`src/rtl/sram_ctrl_pkg.sv`:
```
package sram_ctrl_pkg;

    typedef enum logic [2:0] {
        ST_IDLE,
        ST_RD_ACCESS,
        ST_RD_RECOVER,
        ST_WR_GAP,
        ST_WR_PULSE,
        ST_WR_HOLD,
        ST_FINISH
    } ctrl_state_t;

    typedef enum int unsigned {
        TM_RC,
        TM_AA,
        TM_OE,
        TM_OHZ,
        TM_CHZ,
        TM_WP
    } timing_sel_t;

    // Timing figure in ns for a grade (0: fast, 1: slow).
    function automatic int unsigned grade_ns(int unsigned grade, timing_sel_t sel);
        int unsigned v;
        v = 1;
        unique case (sel)
            TM_RC:  v = (grade == 0) ? 70 : 100;
            TM_AA:  v = (grade == 0) ? 70 : 100;
            TM_OE:  v = (grade == 0) ? 35 : 50;
            TM_OHZ: v = (grade == 0) ? 30 : 35;
            TM_CHZ: v = (grade == 0) ? 35 : 40;
            TM_WP:  v = (grade == 0) ? 50 : 70;
            default: v = 1;
        endcase
        return v;
    endfunction

    function automatic int unsigned max2(int unsigned a, int unsigned b);
        return (a > b) ? a : b;
    endfunction

    // Round up to whole clocks, never below one clock.
    function automatic int unsigned ns_to_cyc(int unsigned ns, int unsigned clk_ns);
        int unsigned c;
        c = (ns + clk_ns - 1) / clk_ns;
        return (c == 0) ? 1 : c;
    endfunction

endpackage

```
`src/rtl/sram_cycle_counter.sv`:
```
module sram_cycle_counter #(
    parameter int unsigned CNT_W = 4
) (
    input  logic             clk,
    input  logic             rst_n,
    input  logic             clr,
    output logic [CNT_W-1:0] count
);
    always_ff @(posedge clk or negedge rst_n) begin
        if (!rst_n) begin
            count <= '0;
        end else if (clr) begin
            count <= '0;
        end else begin
            count <= count + 1'b1;
        end
    end
endmodule

```
`src/rtl/sram_data_path.sv`:
```
module sram_data_path #(
    parameter int unsigned ADDR_W = 18,
    parameter int unsigned DATA_W = 8
) (
    input  logic              clk,
    input  logic              rst_n,
    input  logic              load,
    input  logic              capture,
    input  logic [ADDR_W-1:0] req_addr,
    input  logic [DATA_W-1:0] req_wdata,
    input  logic [DATA_W-1:0] bus_in,
    output logic [ADDR_W-1:0] addr_q,
    output logic [DATA_W-1:0] wdata_q,
    output logic [DATA_W-1:0] rdata_q
);
    always_ff @(posedge clk or negedge rst_n) begin
        if (!rst_n) begin
            addr_q  <= '0;
            wdata_q <= '0;
        end else if (load) begin
            addr_q  <= req_addr;
            wdata_q <= req_wdata;
        end
    end

    always_ff @(posedge clk or negedge rst_n) begin
        if (!rst_n) begin
            rdata_q <= '0;
        end else if (capture) begin
            rdata_q <= bus_in;
        end
    end
endmodule

```
`src/rtl/sram_seq_fsm.sv`:
```
module sram_seq_fsm
    import sram_ctrl_pkg::*;
#(
    parameter int unsigned CNT_W   = 4,
    parameter int unsigned SAMP_C  = 9,
    parameter int unsigned RC_C    = 9,
    parameter int unsigned FLT_C   = 5,
    parameter int unsigned WP_C    = 7
) (
    input  logic             clk,
    input  logic             rst_n,
    input  logic             req_valid,
    input  logic             req_write,
    input  logic [CNT_W-1:0] count,
    output logic             cnt_clr,
    output logic             load,
    output logic             capture,
    output logic             busy,
    output logic             done,
    output logic             sel_on,
    output logic             we_n,
    output logic             oe_n,
    output logic             dq_oe
);
    localparam logic             HAS_RECOVER = (RC_C > SAMP_C);
    localparam int unsigned      RECOVER_C   = HAS_RECOVER ? (RC_C - SAMP_C) : 1;
    localparam logic [CNT_W-1:0] SAMP_LAST   = CNT_W'(SAMP_C - 1);
    localparam logic [CNT_W-1:0] REC_LAST    = CNT_W'(RECOVER_C - 1);
    localparam logic [CNT_W-1:0] FLT_LAST    = CNT_W'(FLT_C - 1);
    localparam logic [CNT_W-1:0] WP_LAST     = CNT_W'(WP_C - 1);

    ctrl_state_t state_q, state_d;

    // Next state and sequencing strobes.
    always_comb begin
        state_d = state_q;
        cnt_clr = 1'b0;
        load    = 1'b0;
        capture = 1'b0;
        unique case (state_q)
            ST_IDLE: begin
                if (req_valid) begin
                    load    = 1'b1;
                    cnt_clr = 1'b1;
                    state_d = req_write ? ST_WR_GAP : ST_RD_ACCESS;
                end
            end
            ST_RD_ACCESS: begin
                if (count == SAMP_LAST) begin
                    capture = 1'b1;
                    cnt_clr = 1'b1;
                    state_d = HAS_RECOVER ? ST_RD_RECOVER : ST_FINISH;
                end
            end
            ST_RD_RECOVER: begin
                if (count == REC_LAST) begin
                    state_d = ST_FINISH;
                end
            end
            ST_WR_GAP: begin
                if (count == FLT_LAST) begin
                    cnt_clr = 1'b1;
                    state_d = ST_WR_PULSE;
                end
            end
            ST_WR_PULSE: begin
                if (count == WP_LAST) begin
                    state_d = ST_WR_HOLD;
                end
            end
            ST_WR_HOLD: state_d = ST_FINISH;
            ST_FINISH:  state_d = ST_IDLE;
            default:    state_d = ST_IDLE;
        endcase
    end

    // State register.
    always_ff @(posedge clk or negedge rst_n) begin
        if (!rst_n) begin
            state_q <= ST_IDLE;
        end else begin
            state_q <= state_d;
        end
    end

    // Moore outputs decoded from the state register.
    always_comb begin
        busy   = 1'b1;
        done   = 1'b0;
        sel_on = 1'b0;
        we_n   = 1'b1;
        oe_n   = 1'b1;
        dq_oe  = 1'b0;
        unique case (state_q)
            ST_IDLE:       busy = 1'b0;
            ST_RD_ACCESS,
            ST_RD_RECOVER: begin
                sel_on = 1'b1;
                oe_n   = 1'b0;
            end
            ST_WR_GAP:     sel_on = 1'b1;
            ST_WR_PULSE: begin
                sel_on = 1'b1;
                we_n   = 1'b0;
                dq_oe  = 1'b1;
            end
            ST_WR_HOLD: begin
                sel_on = 1'b1;
                dq_oe  = 1'b1;
            end
            ST_FINISH:     done = 1'b1;
            default:       busy = 1'b0;
        endcase
    end
endmodule

```
`src/rtl/sram_async_ctrl.sv`:
```
module sram_async_ctrl
    import sram_ctrl_pkg::*;
#(
    parameter int unsigned CLK_NS = 8,
    parameter int unsigned GRADE  = 0,
    parameter int unsigned ADDR_W = 18,
    parameter int unsigned DATA_W = 8
) (
    input  logic              clk,
    input  logic              rst_n,
    input  logic              req_valid,
    input  logic              req_write,
    input  logic [ADDR_W-1:0] req_addr,
    input  logic [DATA_W-1:0] req_wdata,
    output logic              busy,
    output logic              done,
    output logic [DATA_W-1:0] rd_data,
    output logic [ADDR_W-1:0] mem_addr,
    output logic              mem_sel_n,
    output logic              mem_sel,
    output logic              mem_we_n,
    output logic              mem_oe_n,
    output logic [DATA_W-1:0] mem_dq_out,
    output logic              mem_dq_oe,
    input  logic [DATA_W-1:0] mem_dq_in
);
    localparam int unsigned SAMP_CYC = ns_to_cyc(max2(grade_ns(GRADE, TM_AA), grade_ns(GRADE, TM_OE)), CLK_NS);
    localparam int unsigned RC_CYC   = ns_to_cyc(grade_ns(GRADE, TM_RC), CLK_NS);
    localparam int unsigned FLT_CYC  = ns_to_cyc(max2(grade_ns(GRADE, TM_OHZ), grade_ns(GRADE, TM_CHZ)), CLK_NS);
    localparam int unsigned WP_CYC   = ns_to_cyc(grade_ns(GRADE, TM_WP), CLK_NS);
    localparam int unsigned MAX_CYC  = max2(max2(SAMP_CYC, RC_CYC), max2(FLT_CYC, WP_CYC));
    localparam int unsigned CNT_W    = $clog2(MAX_CYC + 1);

    logic [CNT_W-1:0] count;
    logic             cnt_clr, load, capture, sel_on;

    sram_cycle_counter #(.CNT_W(CNT_W)) u_counter (
        .clk   (clk),
        .rst_n (rst_n),
        .clr   (cnt_clr),
        .count (count)
    );

    sram_seq_fsm #(
        .CNT_W  (CNT_W),
        .SAMP_C (SAMP_CYC),
        .RC_C   (RC_CYC),
        .FLT_C  (FLT_CYC),
        .WP_C   (WP_CYC)
    ) u_fsm (
        .clk       (clk),
        .rst_n     (rst_n),
        .req_valid (req_valid),
        .req_write (req_write),
        .count     (count),
        .cnt_clr   (cnt_clr),
        .load      (load),
        .capture   (capture),
        .busy      (busy),
        .done      (done),
        .sel_on    (sel_on),
        .we_n      (mem_we_n),
        .oe_n      (mem_oe_n),
        .dq_oe     (mem_dq_oe)
    );

    sram_data_path #(.ADDR_W(ADDR_W), .DATA_W(DATA_W)) u_data (
        .clk       (clk),
        .rst_n     (rst_n),
        .load      (load),
        .capture   (capture),
        .req_addr  (req_addr),
        .req_wdata (req_wdata),
        .bus_in    (mem_dq_in),
        .addr_q    (mem_addr),
        .wdata_q   (mem_dq_out),
        .rdata_q   (rd_data)
    );

    assign mem_sel_n = ~sel_on;
    assign mem_sel   = sel_on;
endmodule

```
`config.mk`:
```
export PLATFORM = sky130hd
export DESIGN_NAME = sram_async_ctrl
export DESIGN_NICKNAME = d
export VERILOG_FILES = /design/src/rtl/sram_ctrl_pkg.sv /design/src/rtl/sram_cycle_counter.sv /design/src/rtl/sram_data_path.sv /design/src/rtl/sram_seq_fsm.sv /design/src/rtl/sram_async_ctrl.sv
export SDC_FILE = /design/constraint.sdc
export NUM_CORES = 1
export LEC_CHECK = 0
export ABC_AREA = 1
export CAP_MARGIN = 0
export CORE_MARGIN = 2
export CORE_UTILIZATION = 25
export CTS_CLUSTER_DIAMETER = 40
export DETAILED_ROUTE_END_ITERATION = 10
export DONT_BUFFER_PORTS = 1
export PLACE_DENSITY_LB_ADDON = 0.2
export SYNTH_ARGS = -nofsm -noshare
export SYNTH_HDL_FRONTEND = slang
export SYNTH_HIERARCHICAL = 1
export SYNTH_SLANG_ARGS = --single-unit
```
`constraint.sdc`:
```
create_clock -name clk -period 2.58 [get_ports clk]
set_input_delay 0.258 -clock clk [delete_from_list [all_inputs] [get_ports clk]]
set_output_delay 0.258 -clock clk [all_outputs]
set_load 0.005 [all_outputs]
```
* Yosys cells after proc, flatten, opt, wreduce, memory -nomap -nowiden
Cells that the tools add are included.
** Operators by class
- Add/subtract/negate cells :: 1
- Eq/ne operators :: 14
- Multiplexer cells :: 20
- Bitwise gates (word level) :: 1
- Reduce and logical (&&, ||, !) cells :: 7
** Operators with widths (count)
- $pmux 3 s6 :: 1
- $mux 3 :: 5
- $mux 1 :: 11
- $eq 3x3->1 const B :: 3
- $eq 4x3->1 const B :: 2
- $ne 2x1->1 const B :: 4
- $eq 3x2->1 const B :: 2
- $reduce_or 6->1 :: 1
- $reduce_and 5->1 :: 1
- $reduce_or 5->1 :: 1
- $add 4x1->4 const B :: 1
- $eq 4x4->1 const B :: 1
- $logic_not 4->1 :: 1
- $mux 4 :: 1
- $reduce_or 2->1 :: 2
- $eq 3x1->1 const B :: 1
- $logic_not 3->1 :: 1
- $pmux 1 s3 :: 1
- $mux 2 :: 1
- $ne 2x2->1 const B :: 1
- $not 1->1 :: 1
** Storage, ports and cells
- Register bits after elaboration :: 41
- Bits of input ports :: 38
- Output and inout port bits :: 41
- Logic and storage cells :: 48

* Logic depth before layout (Yosys ltp)
Gate-level depths: netlist (run 1).
- Depth in word-level cells :: 4
- Gate-level depth with buffers :: 9
- Gate-level depth less buffers :: 9

* Hierarchy
The synthesis (run 1) kept the hierarchy.
** By module, submodules not included
- sram_data_path :: instances 1, cells each 144, area each 1322.5 µm², sequential area each 850.8 µm²
- sram_seq_fsm :: instances 1, cells each 56, area each 319.1 µm², sequential area each 75.1 µm²
- sram_cycle_counter :: instances 1, cells each 17, area each 166.4 µm², sequential area each 100.1 µm²
- sram_async_ctrl :: instances 1, cells each 1, area each 3.8 µm², sequential area each 0.0 µm²

* Least setup slack after synthesis (run 1)
Ideal clock, no wire load.
- Kind :: register to register
- Start :: reg u_fsm.state_q[0]
- End :: reg u_data.addr_q[2]
- Library setup time :: 0.116 ns
- Data arrival time :: 1.285 ns
- Required time :: 2.464 ns
- Slack :: 1.178 ns
- Stages on the path, launching flop included :: 9
- Buffers on the path :: 2
- Clock period less this slack :: 1.402 ns
- Cell sequence :: dfrtp_1 nor2_1 nand2_1 nor2_1 buf_6 inv_8 buf_8 nand2_1 nand2_1
** On the way
- Word-level cells in the longest chain between the ends :: 2
** Ends and longest elaborated chain
- start, declared :: RTL line sram_seq_fsm.sv:32 : ctrl_state_t state_q, state_d;
- start signal, assigned :: RTL line sram_seq_fsm.sv:82 : state_q <= state_d;
- $logic_not 3->1 :: RTL line sram_seq_fsm.sv:40 : unique case (state_q)
- $mux 1 :: RTL line sram_seq_fsm.sv:40
- net load :: RTL line sram_async_ctrl.sv:35 : logic cnt_clr, load, capture, sel_on;
- end signal, assigned :: RTL line sram_data_path.sv:21 : addr_q <= req_addr;
- end, declared :: RTL line sram_data_path.sv:12 : output logic [ADDR_W-1:0] addr_q,
The timed path passes the listed nets, and every way through them passes these cells.
A chain may end at the register's enable or synchronous reset.

* Worst setup path after layout (run 1)
- Start :: reg u_fsm.state_q[0]
- End :: reg u_data.wdata_q[1]
** On the way
- Word-level cells in the longest chain between the ends :: 2
** Ends and longest elaborated chain
- $logic_not 3->1 :: RTL line sram_seq_fsm.sv:40
- $mux 1 :: RTL line sram_seq_fsm.sv:40
- net load :: RTL line sram_async_ctrl.sv:35
- end signal, assigned :: RTL line sram_data_path.sv:22 : wdata_q <= req_wdata;
- end, declared :: RTL line sram_data_path.sv:13 : output logic [DATA_W-1:0] wdata_q,
The timed path passes the listed nets, and every way through them passes these cells.

==> flow_summary.ini, run 1 <==
[outcome]
status = finished, final reports clean

[die]
coreArea_um2 = 7140
rows = 31
die_h_um = 89.1
die_w_um = 89.1
die_area_um2 = 7940
initial_core_util_pct = 25.4
io_pins = 79

[detailed_routing]
vias = 1324
wire_per_inst_um = 13.0
drtPass1Iterations = 5
antenna_left = 0
finalWirelength_mm = 4.17
drt_iter0_drc = 40
drc = 0
drt-vias-per-instance = 4.12

[critical_path]
cp-start-kind = register
worstPathMaxFanout = 24
max_stage_delay_ns = 0.44
reg2reg_from = u_fsm/state_q[0]
crit_type = register to register
cpMostUsedCell = nand2_1
crit_start = u_fsm/state_q[0]
cp.arrival_ns = 1.95
slowest_stage = dfrtp_1
cp.required_ns = 2.81
end_kind = register
worstPathCellList = nor2_1, nand2_1, nor2_2, buf_4, nand2_1, nand2_1

[synthesis]
syn-num-nets = 257
yosysWarnings = 6
ys_top_cells_by_area = dfrtp_1 (57%), nand2_1 (24%), nand3_1 (2.5%)
synthCells = 218
syn-cell-area_um2 = 1810
synth_seq_cells = 41
synth_top_area_share_pct = 56.6
syn_area_per_cell_um2 = 8.31
synth.yosys.seq_area_share_pct = 56.6
yosysTopAreaCell = dfrtp_1
ys_types = 23

[cells_and_area]
final_cell_mix = nand2_1 (115), dfrtp_1 (41), inv_1 (12), nor2_1 (10), nand3_1 (9)
stdcell_count = 321
final_common_cell = nand2_1
filler_cell_count = 798
area_growth_syn_to_layout_pct = 10.6
layout.nets = 262
antenna_cells = 0
drive_above_1_share_pct = 11.7

[sta]
fin_ws_ns = 0.858
hold_viol_final = 0
skew_ns = 0.00763
period_needed_ns = 1.72
min_period_over_period_pct = 66.7
worst_slew_pin_slew_ns = 0.337
fmax_ghz = 0.581
slew_viol_final = 0
rsz0062_at_grt = false
finalSetupViolations = 0
finalSetupTns_ns = 0
slew_headroom_pct = 77.5

[job]
drv_cap = 0

[clock_tree]
clock_latency_ns = 0.29
root_buffer = clkbuf_8
cts_tree = built
htree_levels = 2
clk_path_buf_depth = 2
cts.clk_slew.worst_paths_ns = 0.08
clkSinkCount = 41
cts_buffers = 5
postCtsSetupBuffers = 0

[power]
fin_total_pwr_mw = 2.43
vdd_drop_max_mv = 0.424
p_leak_nw = 1.04
power.density_nw_per_um2 = 1220

[grt]
grtUsageTotal_pct = 10.3
grt_pass1_vias = 1170
grt.overflow.total = 0
grt_pass1_wl_mm = 6.15
grt_max_degree = 42
antenna_found_initial = 0

[worst_hold_path]
hold_class = primary input to register
hold_start = mem_dq_in[7]

[placement]
dpl_worst_slack_ns = 0.861
io_buffers = 0
place_inst = 313
hpwl_mm = 2.92
place_congestion = 0.753
-- area by class of cell --
cell class              instances  area [um2]  area share [%]
flip-flops and latches         41        1030            51.2
well taps                      99         124            6.18
multi-input cells             156         663            33.1
clock buffers                   5        68.8            3.44
inverters                      15        63.8            3.19
clock inverters                 1        5.00           0.250
repair buffers                  4        52.6            2.62
-- where the power goes --
| part | switching, mW | internal (mW) | leakage [nW] | total [mW] |
|---|---|---|---|---|
| combinational | 0.522 | 0.288 | 0.508 | 0.810 |
| sequential | 0.276 | 0.952 | 0.493 | 1.23 |
| clock | 0.218 | 0.178 | 0.0399 | 0.397 |
-- cell families (layout without fill, tap and decap cells) --
logic type | count (synthesis) | after routing | share of synthesized area (%)
AO/OA/AOI/OAI | 6 | 6 | 2.21
adder cells (fa/ha/maj) | 1 | 1 | 0.690
buffers and inverters | 21 | 25 | 6.91
flip-flops | 41 | 41 | 56.6
AND/OR/NAND/NOR | 149 | 149 | 33.6
-- worst paths after layout --
path | end | cells after the start | slack, ns
setup / recovery | u_data/wdata_q[1] | 6 | 0.86
hold / removal | u_data/rdata_q[7] | 2 | 0.08
setup reg to reg | u_data/wdata_q[1] | 6 | 0.86
hold reg to reg | u_data/wdata_q[4] | 2 | 0.50
max in group asynchronous | u_data/wdata_q[2] | 2 | 1.93
min in group asynchronous | u_data/rdata_q[0] | 2 | 0.45
-- synth_stat cells, drive strengths merged --
cell type  count
buf            6
o21bai         1
dfrtp         41
o21a           1
a21oi          2
a31oi          1
ha             1
nor3           1
nand2        122
nand4          1
nor2          15
nand3         10
o21ai          1
inv           15
-- per-stage QoR --
step           hold WS [ns]  utilization (%)  area, um2
2_1_floorplan       -0.0376                -       1810
3_5_place_dp        -0.0366             26.5       1890
6_report             0.0754             28.1       2000
5_1_grt              0.0616             28.1       2000
4_1_cts              0.0623             28.1       2000
3_3_place_gp        -0.0364             26.5       1890
-- flip-flops by register name (all words and copies together), names as in the netlist --
| name | cells |
|---|---|
| u_counter/count | 4 |
| u_data/addr_q | 18 |
| u_fsm/state_q | 3 |
| u_data/wdata_q | 8 |
| u_data/rdata_q | 8 |
-- routing by layer --
| metal | vias up | part of all wire (%) | track usage (%) |
|---|---|---|---|
| li1 | 669 | - | - |
| met1 | 599 | 40 | 12.5 |
| met2 | 51 | 47 | 16.0 |
| met3 | 5 | 12 | 5.45 |
| met4 | 0 | 1.2 | 2.85 |
| met5 | - | 0 | 0 |
-- repair_timing --
item / 4_1_cts / 5_1_grt
gates resized for setup: 0 / 0
hold buffers: 2 / 0
setup endpoints to repair: 0 / 0
hold endpoints to repair: 41 / 0
-- critical path, delay by kind of cell, from the launching register on --
family,cells,cell delay (ns)
buffers and inverters,1,0.33
DFF,1,0.44
and+or+nand+nor,5,0.89
(Power assumes the default switching activity.)
==> inputs of run 2 (changes only) <==
==> constraint.sdc (replaced) <==
create_clock -name clk -period 1.5 [get_ports clk]
set_input_delay 0.15 -clock clk [delete_from_list [all_inputs] [get_ports clk]]
set_output_delay 0.15 -clock clk [all_outputs]
set_load 0.005 [all_outputs]
==> flow_summary.ini, run 2 (synthesized netlist as in run 1, its figures left out) <==
[sta]
worst_slew_pin_slew_ns = 0.322
finalSetupTns_ns = 0
finalSetupViolations = 0
slew_viol_final = 0
min_period_over_period_pct = 96.7
fmax_ghz = 0.689
slew_headroom_pct = 78.4
skew_ns = 0.00624
period_needed_ns = 1.45
hold_viol_final = 0
rsz0062_at_grt = true

[critical_path]
reg2regPathDepth = 8
crit_type = register to output port
worstPathCellList = nor2_1, buf_4, o21bai_1, inv_1
worstPathMaxFanout = 6
slowest_stage = dfrtp_1
path_depth = 4
crit_start = u_fsm/state_q[0]
crit_family = flip-flops
crit_buf_inv = 2
ff2ff_setup_slack_ns = 0.13
cp-start-kind = register
r2r-end = u_counter/count[2]
cp.required_ns = 1.35
end_kind = output port
crit_end = mem_sel_n
max_stage_delay_ns = 0.44
reg2reg_from = u_fsm/state_q[2]
cp.arrival_ns = 1.30

[detailed_routing]
vias = 1448
drt_iter0_drc = 27
drtPass1Iterations = 2
antenna_left = 0
wire_per_inst_um = 11.8
drc = 0
drt-vias-per-instance = 4.02
finalWirelength_mm = 4.25

[die]
initial_core_util_pct = 25.4
die_area_um2 = 7940
die_w_um = 89.1
io_pins = 79
rows = 31
coreArea_um2 = 7140
die_h_um = 89.1

[clock_tree]
cts.clk_slew.worst_paths_ns = 0.08
postCtsSetupBuffers = 0
clock_latency_ns = 0.29
clk_path_buf_depth = 2
cts_tree = built
clkSinkCount = 41
htree_levels = 2
cts_buffers = 5
root_buffer = clkbuf_8

[job]
drv_cap = 0

[grt]
grt_max_degree = 42
grtUsageTotal_pct = 10.9
grt_pass1_wl_mm = 6.58
antenna_found_initial = 0
grt_pass1_vias = 1332
grt.overflow.total = 0

[worst_hold_path]
hold_class = primary input to register
hold_start = req_write

[placement]
place_congestion = 0.733
io_buffers = 0
place_inst = 316
hpwl_mm = 2.99

[cells_and_area]
final_util_pct = 34.1
area_growth_syn_to_layout_pct = 34.3
antenna_cells = 0
filler_cell_count = 783
top_register = u_data/addr_q
layout.nets = 299
top_regs = u_data/addr_q: 18 flops, u_data/rdata_q: 8 flops, u_data/wdata_q: 8 flops
final_common_cell = nand2_1
final_cell_mix = nand2_1 (115), dfrtp_1 (40), dlygate4sd3_1 (35), inv_1 (11), nand3_1 (9)
stdcell_count = 360
drive_above_1_share_pct = 13.0
largest_reg_flops = 18

[power]
vdd_drop_max_mv = 0.555
power.density_nw_per_um2 = 1900
fin_total_pwr_mw = 4.62
p_leak_nw = 1.22

[outcome]
status = finished, final reports clean
## run 2: worst min-delay path by stage
stage | to | cells past startpoint
after detailed placement | u_data/rdata_q[6] | 0
after floorplan | u_counter/count[0] | 0
after CTS | u_fsm/state_q[1] | 4
after global placement | u_data/rdata_q[2] | 0
after global routing | u_fsm/state_q[1] | 4
final | u_fsm/state_q[1] | 4
## run 2: layout make-up
| type | instances | area (um2) | area share (%) |
|---|---|---|---|
| flip-flops and latches | 41 | 1030 | 42.2 |
| multi-input cells | 156 | 673 | 27.7 |
| repair buffers | 41 | 428 | 17.6 |
| well taps | 99 | 124 | 5.09 |
| clock buffers | 7 | 86.3 | 3.55 |
| inverters | 15 | 63.8 | 2.62 |
| clock inverters | 1 | 30.0 | 1.23 |
## run 2: what timing repair did
action / CTS / global route
hold endpoints to repair: 75 / 0
resized for setup: 1 / 4
hold buffers: 36 / 0
endpoints found under the setup margin: 1 / 15
## run 2: layer usage
layer / GRT usage, % / part of all wire [%]
met2: 18.2 / 47
met1: 13.2 / 44
met3: 4.25 / 8.7
met4: 2.85 / 0.66
met5: 0 / 0
## run 2: where the power goes
group	switching, mW	internal [mW]
registers	0.484	1.64
logic	0.953	0.623
clock network	0.381	0.543
total	1.82	2.81
## run 2: worst min-delay path: cells and delay by family
family | cells | cell delay, ns
AND/OR/NAND/NOR | 4 | 0.27
## run 2: through the flow
step                hold slack, ns  instance area [um2]  worst slack, ns
finish                       0.167                 2430           0.0493
global route                 0.185                 2430          -0.0422
CTS                          0.157                 2420           0.0135
detailed placement          -0.144                 1930            0.118
global placement            -0.144                 1930           0.0940
floorplan                   -0.146                 1810           0.0981
==> inputs of run 3 (changes only) <==
--- a/config.mk
+++ b/config.mk
@@ -5,7 +5,6 @@
 export SDC_FILE = /design/constraint.sdc
 export NUM_CORES = 1
 export LEC_CHECK = 0
-export ABC_AREA = 1
 export CAP_MARGIN = 0
 export CORE_MARGIN = 2
 export CORE_UTILIZATION = 25
==> flow_summary.ini, run 3 <==
[sta]
worst_slew_pin_slew_ns = 0.253
min_period_over_period_pct = 101
whs_ns = 0.0140
hold_viol_final = 0
slew_viol_final = 0
fin_ws_ns = -0.0110
finalSetupViolations = 4
period_needed_ns = 1.51
skew_ns = 0.00323
slew_headroom_pct = 82.9
finalSetupTns_ns = -0.0273
rsz0062_at_grt = true
fmax_ghz = 0.662

[cells_and_area]
top_register = u_data/addr_q
stdcell_count = 279
filler_cell_count = 702
multiInputGateArea_um2 = 797
antenna_cells = 0
top_regs = u_data/addr_q: 18 flops, u_data/rdata_q: 8 flops, u_data/wdata_q: 8 flops
largest_reg_flops = 18
final_common_cell = dfrtp_1
drive_above_1_share_pct = 42.8
layout.nets = 219
final_cell_mix = dfrtp_1 (39), dlygate4sd3_1 (28), mux2_4 (23), buf_4 (17), mux2_2 (12)
area_growth_syn_to_layout_pct = 37.3
layout.area.seq_um2 = 1030

[die]
die_w_um = 90.6
io_pins = 79
initial_core_util_pct = 25.9
die_h_um = 90.6
coreArea_um2 = 7250
rows = 31
die_area_um2 = 8210

[clock_tree]
cts_tree = built
cts.clk_slew.worst_paths_ns = 0.08
cts_buffers = 5
clock_latency_ns = 0.28
root_buffer = clkbuf_8
clk_path_buf_depth = 2
clkSinkCount = 41
htree_levels = 2

[grt]
grt_max_degree = 42
grt_pass1_vias = 1238
antenna_found_initial = 0
grtUsageTotal_pct = 10.4
grt_pass1_wl_mm = 6.75
grt.overflow.total = 0

[synthesis]
ys_top_cells_by_area = dfrtp_1 (55%), mux2_4 (17%), mux2_2 (8.4%)
syn_area_per_cell_um2 = 14.4
synth.top_cells.by_count = dfrtp_1 (41), mux2_4 (21), mux2_2 (14)
synth.yosys.seq_area_share_pct = 54.7
synthCells = 130
synth_top_area_share_pct = 54.7
async_flop_share_pct = 100
yosysWarnings = 6
ys_types = 34
syn-cell-area_um2 = 1880
yosysTopAreaCell = dfrtp_1
synth_ff_type = dfrtp_1
syn-num-nets = 169
synth_seq_cells = 41
synth.most_common_cell = dfrtp_1
synth-edff-count = 0

[critical_path]
cp.arrival_ns = 1.68
cp.required_ns = 1.67
end_kind = register
reg2reg_from = u_fsm/state_q[1]
worstPathMaxFanout = 11
crit_start = u_fsm/state_q[1]
crit_type = register to register
cp-start-kind = register

[job]
drv_cap = 0

[placement]
place_inst = 239
hpwl_mm = 2.75
io_buffers = 0
place_congestion = 0.749

[power]
vdd_drop_max_mv = 0.658
power.density_nw_per_um2 = 1930
p_leak_nw = 1.16

[worst_hold_path]
hold_class = primary input to register
hold_start = req_wdata[0]

[detailed_routing]
topRoutingLayerUsed = met4
antenna_left = 0
drt-vias-per-instance = 4.27
wl_met2_mm = 2.22
drt_iter0_drc = 15
wire_per_inst_um = 15.6
drc = 0
wl_met1_mm = 1.75
finalWirelength_mm = 4.36
drtPass1Iterations = 2
met3WireLength_um = 346
vias = 1192

[outcome]
status = finished with violations
violations = negative setup slack
-- run 3: cell count changes after synthesis, moves of 4 or more --
cell,previous run,this run
nand2_2,7,0
nor2_1,11,6
mux2_4,0,21
mux2_2,0,14
nand3_1,9,0
nand2_1,115,2
inv_1,12,4
nand2b_1,0,4
-- run 3: cells by family after synthesis --
logic type | Yosys count | share of synthesized area (%)
compound gates | 13 | 4.47
flops | 41 | 54.7
xor+xnor | 2 | 0.934
fa+ha+maj | 1 | 0.667
buf+inv | 11 | 5.20
simple gates | 27 | 8.81
mux | 35 | 25.2
-- run 3: final timing paths --
| kind | slack, ns | endpoint | depth (start not counted) |
|---|---|---|---|
| setup / recovery | -0.01 | u_data/addr_q[15] | 4 |
| hold / removal | 0.01 | u_data/wdata_q[0] | 1 |
| setup reg to reg | -0.01 | u_data/addr_q[15] | 4 |
| hold reg to reg | 0.54 | u_data/addr_q[3] | 1 |
| max in group asynchronous | 0.97 | u_fsm/state_q[1] | 2 |
| min in group asynchronous | 0.31 | u_data/addr_q[6] | 2 |
-- run 3: area by class of cell --
| class | instances | share of cell area (%) |
|---|---|---|
| Clock buffer | 5 | 2.67 |
| Tap cell | 99 | 4.81 |
| Timing Repair Buffer | 50 | 19.7 |
| Clock inverter | 2 | 1.36 |
| Multi-Input combinational cell | 78 | 31.0 |
| Inverter | 4 | 0.583 |
| Sequential cell | 41 | 39.9 |
-- run 3: per-stage QoR --
| step | instance area, um2 | setup WS, ns | power (mW) | util, % |
|---|---|---|---|---|
| 2_1_floorplan | 1890 | 0.00899 | 3.40 | - |
| 3_5_place_dp | 2080 | -0.0369 | 3.88 | 28.7 |
| 3_3_place_gp | 2080 | 0.000639 | 3.82 | 28.7 |
| 4_1_cts | 2440 | -0.0129 | 4.95 | 33.6 |
| 5_1_grt | 2570 | -0.0699 | 5.31 | 35.5 |
| 6_report | 2570 | -0.0110 | 4.98 | 35.5 |
-- run 3: layer usage --
metal  vias to the layer above  global-route usage, %
li1                        550                      -
met1                       581                   12.4
met2                        54                   17.0
met3                         7                   4.09
met4                         0                   3.46
met5                         -                      0
-- run 3: what timing repair did --
item                                    CTS  global route
pin swaps                                 3             3
gates resized for setup                   6             8
cloned                                    1             0
endpoints found under the setup margin    7            35
buffers inserted                          2             1
endpoints found under the hold margin    58            10
hold buffers                             19            10
-- run 3: worst max-delay path: stages (launching register included) --
cell and delay (ns):
dfrtp_2 0.45, nor3_2 0.21, and2_4 0.23, buf_12 0.16, mux2_2 0.34
-- run 3: power breakdown --
part	switching, mW	internal, mW	total, mW
combinational	0.775	1.30	2.08
clock	0.351	0.483	0.834
sequential	0.437	1.63	2.06
